$ cat config.mk
export PLATFORM = sky130hd
export DESIGN_NAME = dc_block_hpf
export DESIGN_NICKNAME = d
export VERILOG_FILES = /design/src/rtl/dcb_pkg.sv /design/src/rtl/dcb_delta.sv /design/src/rtl/dcb_iir_core.sv /design/src/rtl/dcb_round_sat.sv /design/src/rtl/dcb_out_fmt.sv /design/src/rtl/dc_block_hpf.sv
export SDC_FILE = /design/constraint.sdc
export NUM_CORES = 1
export LEC_CHECK = 0
export BUFFER_PORTS_ARGS = -buffer_cell sky130_fd_sc_hd__buf_2
export CORE_MARGIN = 2
export CORE_UTILIZATION = 50
export DETAILED_ROUTE_END_ITERATION = 12
export GPL_TIMING_DRIVEN = 0
export PLACE_DENSITY = 0.68
export SYNTH_ARGS = -nofsm -noshare
export SYNTH_HDL_FRONTEND = slang
export SYNTH_SLANG_ARGS = --single-unit
$ cat constraint.sdc
create_clock -name clk_i -period 14.2 [get_ports clk_i]
set_clock_uncertainty 0.05 [all_clocks]
set_input_delay 2.84 -clock clk_i [delete_from_list [all_inputs] [get_ports clk_i]]
set_output_delay 2.84 -clock clk_i [all_outputs]
set_load 0.02 [all_outputs]
$ cat src/rtl/dcb_pkg.sv
package dcb_pkg;
  localparam int unsigned DCB_DATA_W  = 10;
  localparam int unsigned DCB_FRAC_W  = 16;
  localparam int unsigned DCB_GUARD_W = 8;
  localparam int unsigned DCB_HEAD_W  = 2;
  // pole ~0.98466, gain ~0.99994, both in Q16
  localparam int          DCB_P_COEF  = 64531;
  localparam int          DCB_K_COEF  = 65532;

  typedef enum logic {
    FMT_TWOS   = 1'b0,
    FMT_OFFSET = 1'b1
  } out_fmt_e;
endpackage

$ cat src/rtl/dcb_delta.sv
module dcb_delta #(
  parameter int unsigned DATA_W = 10
) (
  input  logic                     clk_i,
  input  logic                     rst_ni,
  input  logic                     valid_i,
  input  logic        [DATA_W-1:0] data_i,
  output logic signed [DATA_W:0]   diff_o
);
  logic [DATA_W-1:0] prev_q;

  always_ff @(posedge clk_i or negedge rst_ni) begin
    if (!rst_ni)      prev_q <= '0;
    else if (valid_i) prev_q <= data_i;
  end

  assign diff_o = $signed({data_i[DATA_W-1], data_i}) - $signed({prev_q[DATA_W-1], prev_q});
endmodule

$ cat src/rtl/dcb_iir_core.sv
module dcb_iir_core #(
  parameter int unsigned DATA_W  = 10,
  parameter int unsigned FRAC_W  = 16,
  parameter int unsigned GUARD_W = 8,
  parameter int unsigned HEAD_W  = 2,
  parameter int          P_COEF  = 64531,
  parameter int          K_COEF  = 65532,
  localparam int unsigned STATE_W = DATA_W + HEAD_W + GUARD_W
) (
  input  logic                      clk_i,
  input  logic                      rst_ni,
  input  logic                      valid_i,
  input  logic signed [DATA_W:0]    diff_i,
  output logic signed [STATE_W-1:0] state_d_o
);
  localparam int unsigned COEF_W = FRAC_W + 2;
  localparam int unsigned DIFF_W = DATA_W + 1;
  localparam int unsigned FB_W   = STATE_W + COEF_W;
  localparam int unsigned FF_W   = DIFF_W + COEF_W;
  localparam int unsigned SH     = FRAC_W - GUARD_W;
  localparam int unsigned SUM_W  = FB_W + 1;

  localparam logic signed [COEF_W-1:0] P_S     = COEF_W'(P_COEF);
  localparam logic signed [COEF_W-1:0] K_S     = COEF_W'(K_COEF);
  localparam logic signed [FB_W-1:0]   FB_HALF = FB_W'(64'sd1 <<< (FRAC_W - 1));
  localparam logic signed [SUM_W-1:0]  S_MAX   = SUM_W'((64'sd1 <<< (STATE_W - 1)) - 64'sd1);
  localparam logic signed [SUM_W-1:0]  S_MIN   = SUM_W'(-(64'sd1 <<< (STATE_W - 1)));

  logic signed [STATE_W-1:0] state_q;
  logic signed [FB_W-1:0]    fb_prod, fb_rnd;
  logic signed [FF_W-1:0]    ff_prod, ff_rnd;
  logic signed [SUM_W-1:0]   sum, sum_sat;

  assign fb_prod = FB_W'(state_q) * FB_W'(P_S);
  assign fb_rnd  = (fb_prod + FB_HALF) >>> FRAC_W;
  assign ff_prod = FF_W'(diff_i) * FF_W'(K_S);

  generate
    if (SH > 0) begin : g_ff_round
      localparam logic signed [FF_W-1:0] FF_HALF = FF_W'(64'sd1 <<< (SH - 1));
      assign ff_rnd = (ff_prod + FF_HALF) >>> SH;
    end else begin : g_ff_exact
      assign ff_rnd = ff_prod;
    end
  endgenerate

  assign sum = SUM_W'(fb_rnd) + SUM_W'(ff_rnd);

  always_comb begin
    if (sum > S_MAX)      sum_sat = S_MAX;
    else if (sum < S_MIN) sum_sat = S_MIN;
    else                  sum_sat = sum;
  end

  assign state_d_o = STATE_W'(sum_sat);

  always_ff @(posedge clk_i or negedge rst_ni) begin
    if (!rst_ni)      state_q <= '0;
    else if (valid_i) state_q <= state_d_o;
  end
endmodule

$ cat src/rtl/dcb_round_sat.sv
module dcb_round_sat #(
  parameter int unsigned DATA_W  = 10,
  parameter int unsigned GUARD_W = 8,
  parameter int unsigned STATE_W = 20
) (
  input  logic                      clk_i,
  input  logic                      rst_ni,
  input  logic                      load_i,
  input  logic                      fvalid_i,
  input  logic signed [STATE_W-1:0] state_d_i,
  output logic        [DATA_W-1:0]  filt_o,
  output logic                      fvalid_o
);
  localparam int unsigned RW = STATE_W + 1;
  localparam logic signed [RW-1:0] O_MAX = RW'((64'sd1 <<< (DATA_W - 1)) - 64'sd1);
  localparam logic signed [RW-1:0] O_MIN = RW'(-(64'sd1 <<< (DATA_W - 1)));

  logic signed [RW-1:0] ext, rnd;
  logic [DATA_W-1:0]    sat;

  assign ext = RW'(state_d_i);

  generate
    if (GUARD_W > 0) begin : g_round
      localparam logic signed [RW-1:0] HALF = RW'(64'sd1 <<< (GUARD_W - 1));
      assign rnd = (ext + HALF) >>> GUARD_W;
    end else begin : g_none
      assign rnd = ext;
    end
  endgenerate

  always_comb begin
    if (rnd > O_MAX)      sat = DATA_W'(O_MAX);
    else if (rnd < O_MIN) sat = DATA_W'(O_MIN);
    else                  sat = DATA_W'(rnd);
  end

  always_ff @(posedge clk_i or negedge rst_ni) begin
    if (!rst_ni) begin
      filt_o   <= '0;
      fvalid_o <= 1'b0;
    end else begin
      if (load_i) filt_o <= sat;
      fvalid_o <= fvalid_i;
    end
  end
endmodule

$ cat src/rtl/dcb_out_fmt.sv
module dcb_out_fmt
  import dcb_pkg::*;
#(
  parameter int unsigned DATA_W = 10
) (
  input  logic              bypass_i,
  input  out_fmt_e          fmt_i,
  input  logic              valid_i,
  input  logic [DATA_W-1:0] data_i,
  input  logic              fvalid_i,
  input  logic [DATA_W-1:0] filt_i,
  output logic              valid_o,
  output logic [DATA_W-1:0] data_o
);
  logic [DATA_W-1:0] sel;

  assign sel     = bypass_i ? data_i : filt_i;
  assign valid_o = bypass_i ? valid_i : fvalid_i;
  assign data_o  = sel ^ {(fmt_i == FMT_OFFSET), {(DATA_W-1){1'b0}}};
endmodule

$ cat src/rtl/dc_block_hpf.sv
module dc_block_hpf
  import dcb_pkg::*;
#(
  parameter int unsigned DATA_W  = DCB_DATA_W,
  parameter int unsigned FRAC_W  = DCB_FRAC_W,
  parameter int unsigned GUARD_W = DCB_GUARD_W,
  parameter int unsigned HEAD_W  = DCB_HEAD_W,
  parameter int          P_COEF  = DCB_P_COEF,
  parameter int          K_COEF  = DCB_K_COEF
) (
  input  logic              clk_i,
  input  logic              rst_ni,
  input  logic              valid_i,
  input  logic [DATA_W-1:0] data_i,
  input  logic              bypass_i,
  input  logic              fmt_bin_i,
  output logic              valid_o,
  output logic [DATA_W-1:0] data_o
);
  localparam int unsigned STATE_W = DATA_W + HEAD_W + GUARD_W;

  logic signed [DATA_W:0]    diff;
  logic signed [STATE_W-1:0] state_d;
  logic [DATA_W-1:0]         filt;
  logic                      fvalid;
  out_fmt_e                  fmt;

  assign fmt = out_fmt_e'(fmt_bin_i);

  dcb_delta #(.DATA_W(DATA_W)) i_delta (
    .clk_i, .rst_ni, .valid_i, .data_i, .diff_o(diff)
  );

  dcb_iir_core #(
    .DATA_W(DATA_W), .FRAC_W(FRAC_W), .GUARD_W(GUARD_W), .HEAD_W(HEAD_W),
    .P_COEF(P_COEF), .K_COEF(K_COEF)
  ) i_core (
    .clk_i, .rst_ni, .valid_i, .diff_i(diff), .state_d_o(state_d)
  );

  // state and filtered register advance in bypass too; only the strobe is gated
  dcb_round_sat #(.DATA_W(DATA_W), .GUARD_W(GUARD_W), .STATE_W(STATE_W)) i_rsat (
    .clk_i, .rst_ni, .load_i(valid_i), .fvalid_i(valid_i & ~bypass_i),
    .state_d_i(state_d), .filt_o(filt), .fvalid_o(fvalid)
  );

  dcb_out_fmt #(.DATA_W(DATA_W)) i_fmt (
    .bypass_i, .fmt_i(fmt), .valid_i, .data_i, .fvalid_i(fvalid), .filt_i(filt),
    .valid_o, .data_o
  );
endmodule

==> reports/metrics.yaml <==
cpMaxStageDelayCell: "fa_2"
worst_setup_path_start_kind: "primary input"
fp-row-count: 58
die_w_um: 163.8
grt_util_met2_pct: 39.42
fin_area_mm2: 0.01380
setup_viol: 0
viasPerCell: 5.558
synth-main-ff-cell: "dfrtp_1"
n_antenna_cell: 0
synthToLayoutAreaGrowth_pct: 8.034
yosys.cell_types.count: 84
place.gp.congestion: 0.8977
first_iter_violations: 545
placed_area_mm2: 0.01330
final.period_utilization_pct: 95.63
grt_pass1_vias: 9807
worstSetupPathType: "primary input to flop"
drt-pass1-iter-count: 5
pin_count: 26
multi_input_area_mm2: 0.01105
initial_core_util_pct: 50.86
worst_slew_pin_slew_ps: 1199
crit_required_ps: 14380
synth-warning-count: 0
synth_edf_count: 0
path_clk_slew_ps: 60
coreArea_mm2: 0.02511
rsz0062_at_grt: "no"
drv_slew: 0
slowest_delay_ps: 620
crit_fanout: 10
synthesis.instances: 1326
cap_violations: 0
clockBufferDepth: 2
cts_tree: "yes"
min_path_type: "flop to flop"
max_freq_ghz: 0.07364
fp.dieH_um: 163.8
ys_seq_elements: 41
nNetsFinal: 1807
seqCellArea_mm2: 0.001026
synth.avg_cell_area_um2: 9.631
synthMostInstantiatedCell: "ha_1"
place_ws_ps: -1036
status: "finished clean"
dp_hpwl_um: 25670
met1_usage_pct: 34.68
arrival_ps: 13760
regToRegSetupSlack_ps: 2960
utilization_pct: 54.95
syn_area_mm2: 0.01277
route.detailed.drc: 0
synth_top_cell_by_area: "fa_1"
grt_remaining_overflow: 0
hold_viol: 0
use_met3_pct: 1.566
grt_usage_pct: 23.60
port_buffers: 24
htree_levels: 2
synth_common_cells: "247 x ha_1, 217 x inv_1, 179 x fa_1"
vias: 9426
top_usage_layer: "met2"
async_flop_share_pct: 100.0
wl_per_cell_um: 17.50
synth_top_area_share_pct: 28.06
antenna_found_initial: 0
cts-root-buf: "clkbuf_16"
wirelength_um: 29690
critPathCaptureType: "flop"
holdWs_ps: 454.7
synth.net_count: 1767
insertion_delay_ps: 290
slew_headroom_pct: 20.05
dieArea_mm2: 0.02684
period_minus_slack_ps: 13580
setup_slack_ps: 621.2
ys_top_cells_by_area: "fa_1 28%, ha_1 24%, dfrtp_1 8.0%"
drive_above_1_share_pct: 10.47
grt_max_degree: 42
ys_seq_area_share_pct: 8.034
fill_cells: 2277
cts.sinks: 41
ant_nets: 0
cpMostUsedCell: "ha_1"
grt_pass1_wl_um: 50350
cts_buffers: 5
-- cells by family (layout without fill, tap and decap cells) --
kind of cell | count (synthesis) | after routing | synth area share (%)
AOI/OAI and AO/OA | 256 | 256 | 13.85
xor gates and xnor gates | 98 | 98 | 6.838
adders and majority gates | 426 | 426 | 52.26
buffers and inverters | 241 | 281 | 7.436
DFF | 41 | 41 | 8.034
muxes | 21 | 21 | 1.783
and+or+nand+nor | 243 | 243 | 9.797
-- layout by cell type (no fill, tap or decap), types with 6 or more instances in the layout --
cell type,count
ha_1,246
inv_1,217
fa_1,176
a21oi_1,63
xnor2_1,60
nor2_1,58
nand2_1,55
o21ai_0,43
dfrtp_1,41
a21o_1,27
xor2_1,26
nand3_1,25
buf_2,24
nor3_1,18
o21a_1,14
nand2b_1,14
mux2_2,14
buf_4,13
clkbuf_1,12
and2_1,10
nor2b_1,9
o22a_1,9
xnor2_2,8
o211ai_1,8
a31oi_1,8
a211oi_1,8
a21oi_2,7
nand4_1,7
o22ai_1,7
or2_2,7
o21ai_1,7
mux2i_1,7
o21bai_1,6
and3_1,6
-- repair_timing --
item | CTS | global route
hold buffers | 0 | 0
pin swaps | 3 | 5
setup buffers | 4 | 7
endpoints found under the setup margin | 9 | 9
gates resized for setup | 12 | 39
-- path summary, 6_finish.rpt --
kind	from	end	cells past startpoint
max	data_i[0]	i_rsat.filt_o[7]$_DFFE_PN0P_	50
min	i_rsat.filt_o[9]$_DFFE_PN0P_	i_rsat.filt_o[9]$_DFFE_PN0P_	1
max reg2reg	i_delta.prev_q[1]$_DFFE_PN0P_	i_rsat.filt_o[7]$_DFFE_PN0P_	50
min reg2reg	i_rsat.filt_o[9]$_DFFE_PN0P_	i_rsat.filt_o[9]$_DFFE_PN0P_	1
max in group asynchronous	rst_ni	i_core.state_q[17]$_DFFE_PN0P_	1
min in group asynchronous	rst_ni	i_delta.prev_q[6]$_DFFE_PN0P_	1
-- stage by stage --
| stage | instances | TNS (ps) |
|---|---|---|
| final | 1696 | 0 |
| after global routing | 1696 | 0 |
| after global placement | 1680 | -8801 |
| after detailed placement | 1680 | -9025 |
| after CTS | 1691 | 0 |
| after floorplan | 1326 | 0 |
-- flip-flops by register name, indices dropped and copies added, names as in the netlist --
name,flops
i_rsat.fvalid_o,1
i_rsat.filt_o,10
i_delta.prev_q,10
i_core.state_q,20
-- layout make-up --
cell class | instances | share of cell area, %
plain buffers | 22 | 0.9613
clock buffers | 5 | 0.9069
inverters | 217 | 5.904
multi-input cells | 1044 | 80.08
clock inverters | 2 | 0.2539
flip-flops and latches | 41 | 7.436
repair buffers | 35 | 1.469
well taps | 330 | 2.993
-- critical path, delay by kind of cell --
kind            cells  cell delay [ps]
compound gates     18             3930
fa+ha+maj          10             3530
mux                 1              220
buf+inv             9             1070
xor+xnor            4              750
simple gates        8             1360
-- routing by layer --
layer	up-vias	wire length, um	part of all wire, %
li1	4557	-	-
met1	4637	14010	47
met2	201	14100	47
met5	-	0	0
met4	0	349	1.2
met3	31	1228	4.1
Power is left out: the tool's default activity adds up to more than one toggle a clock period on the data nets, which glitch-free logic cannot reach.
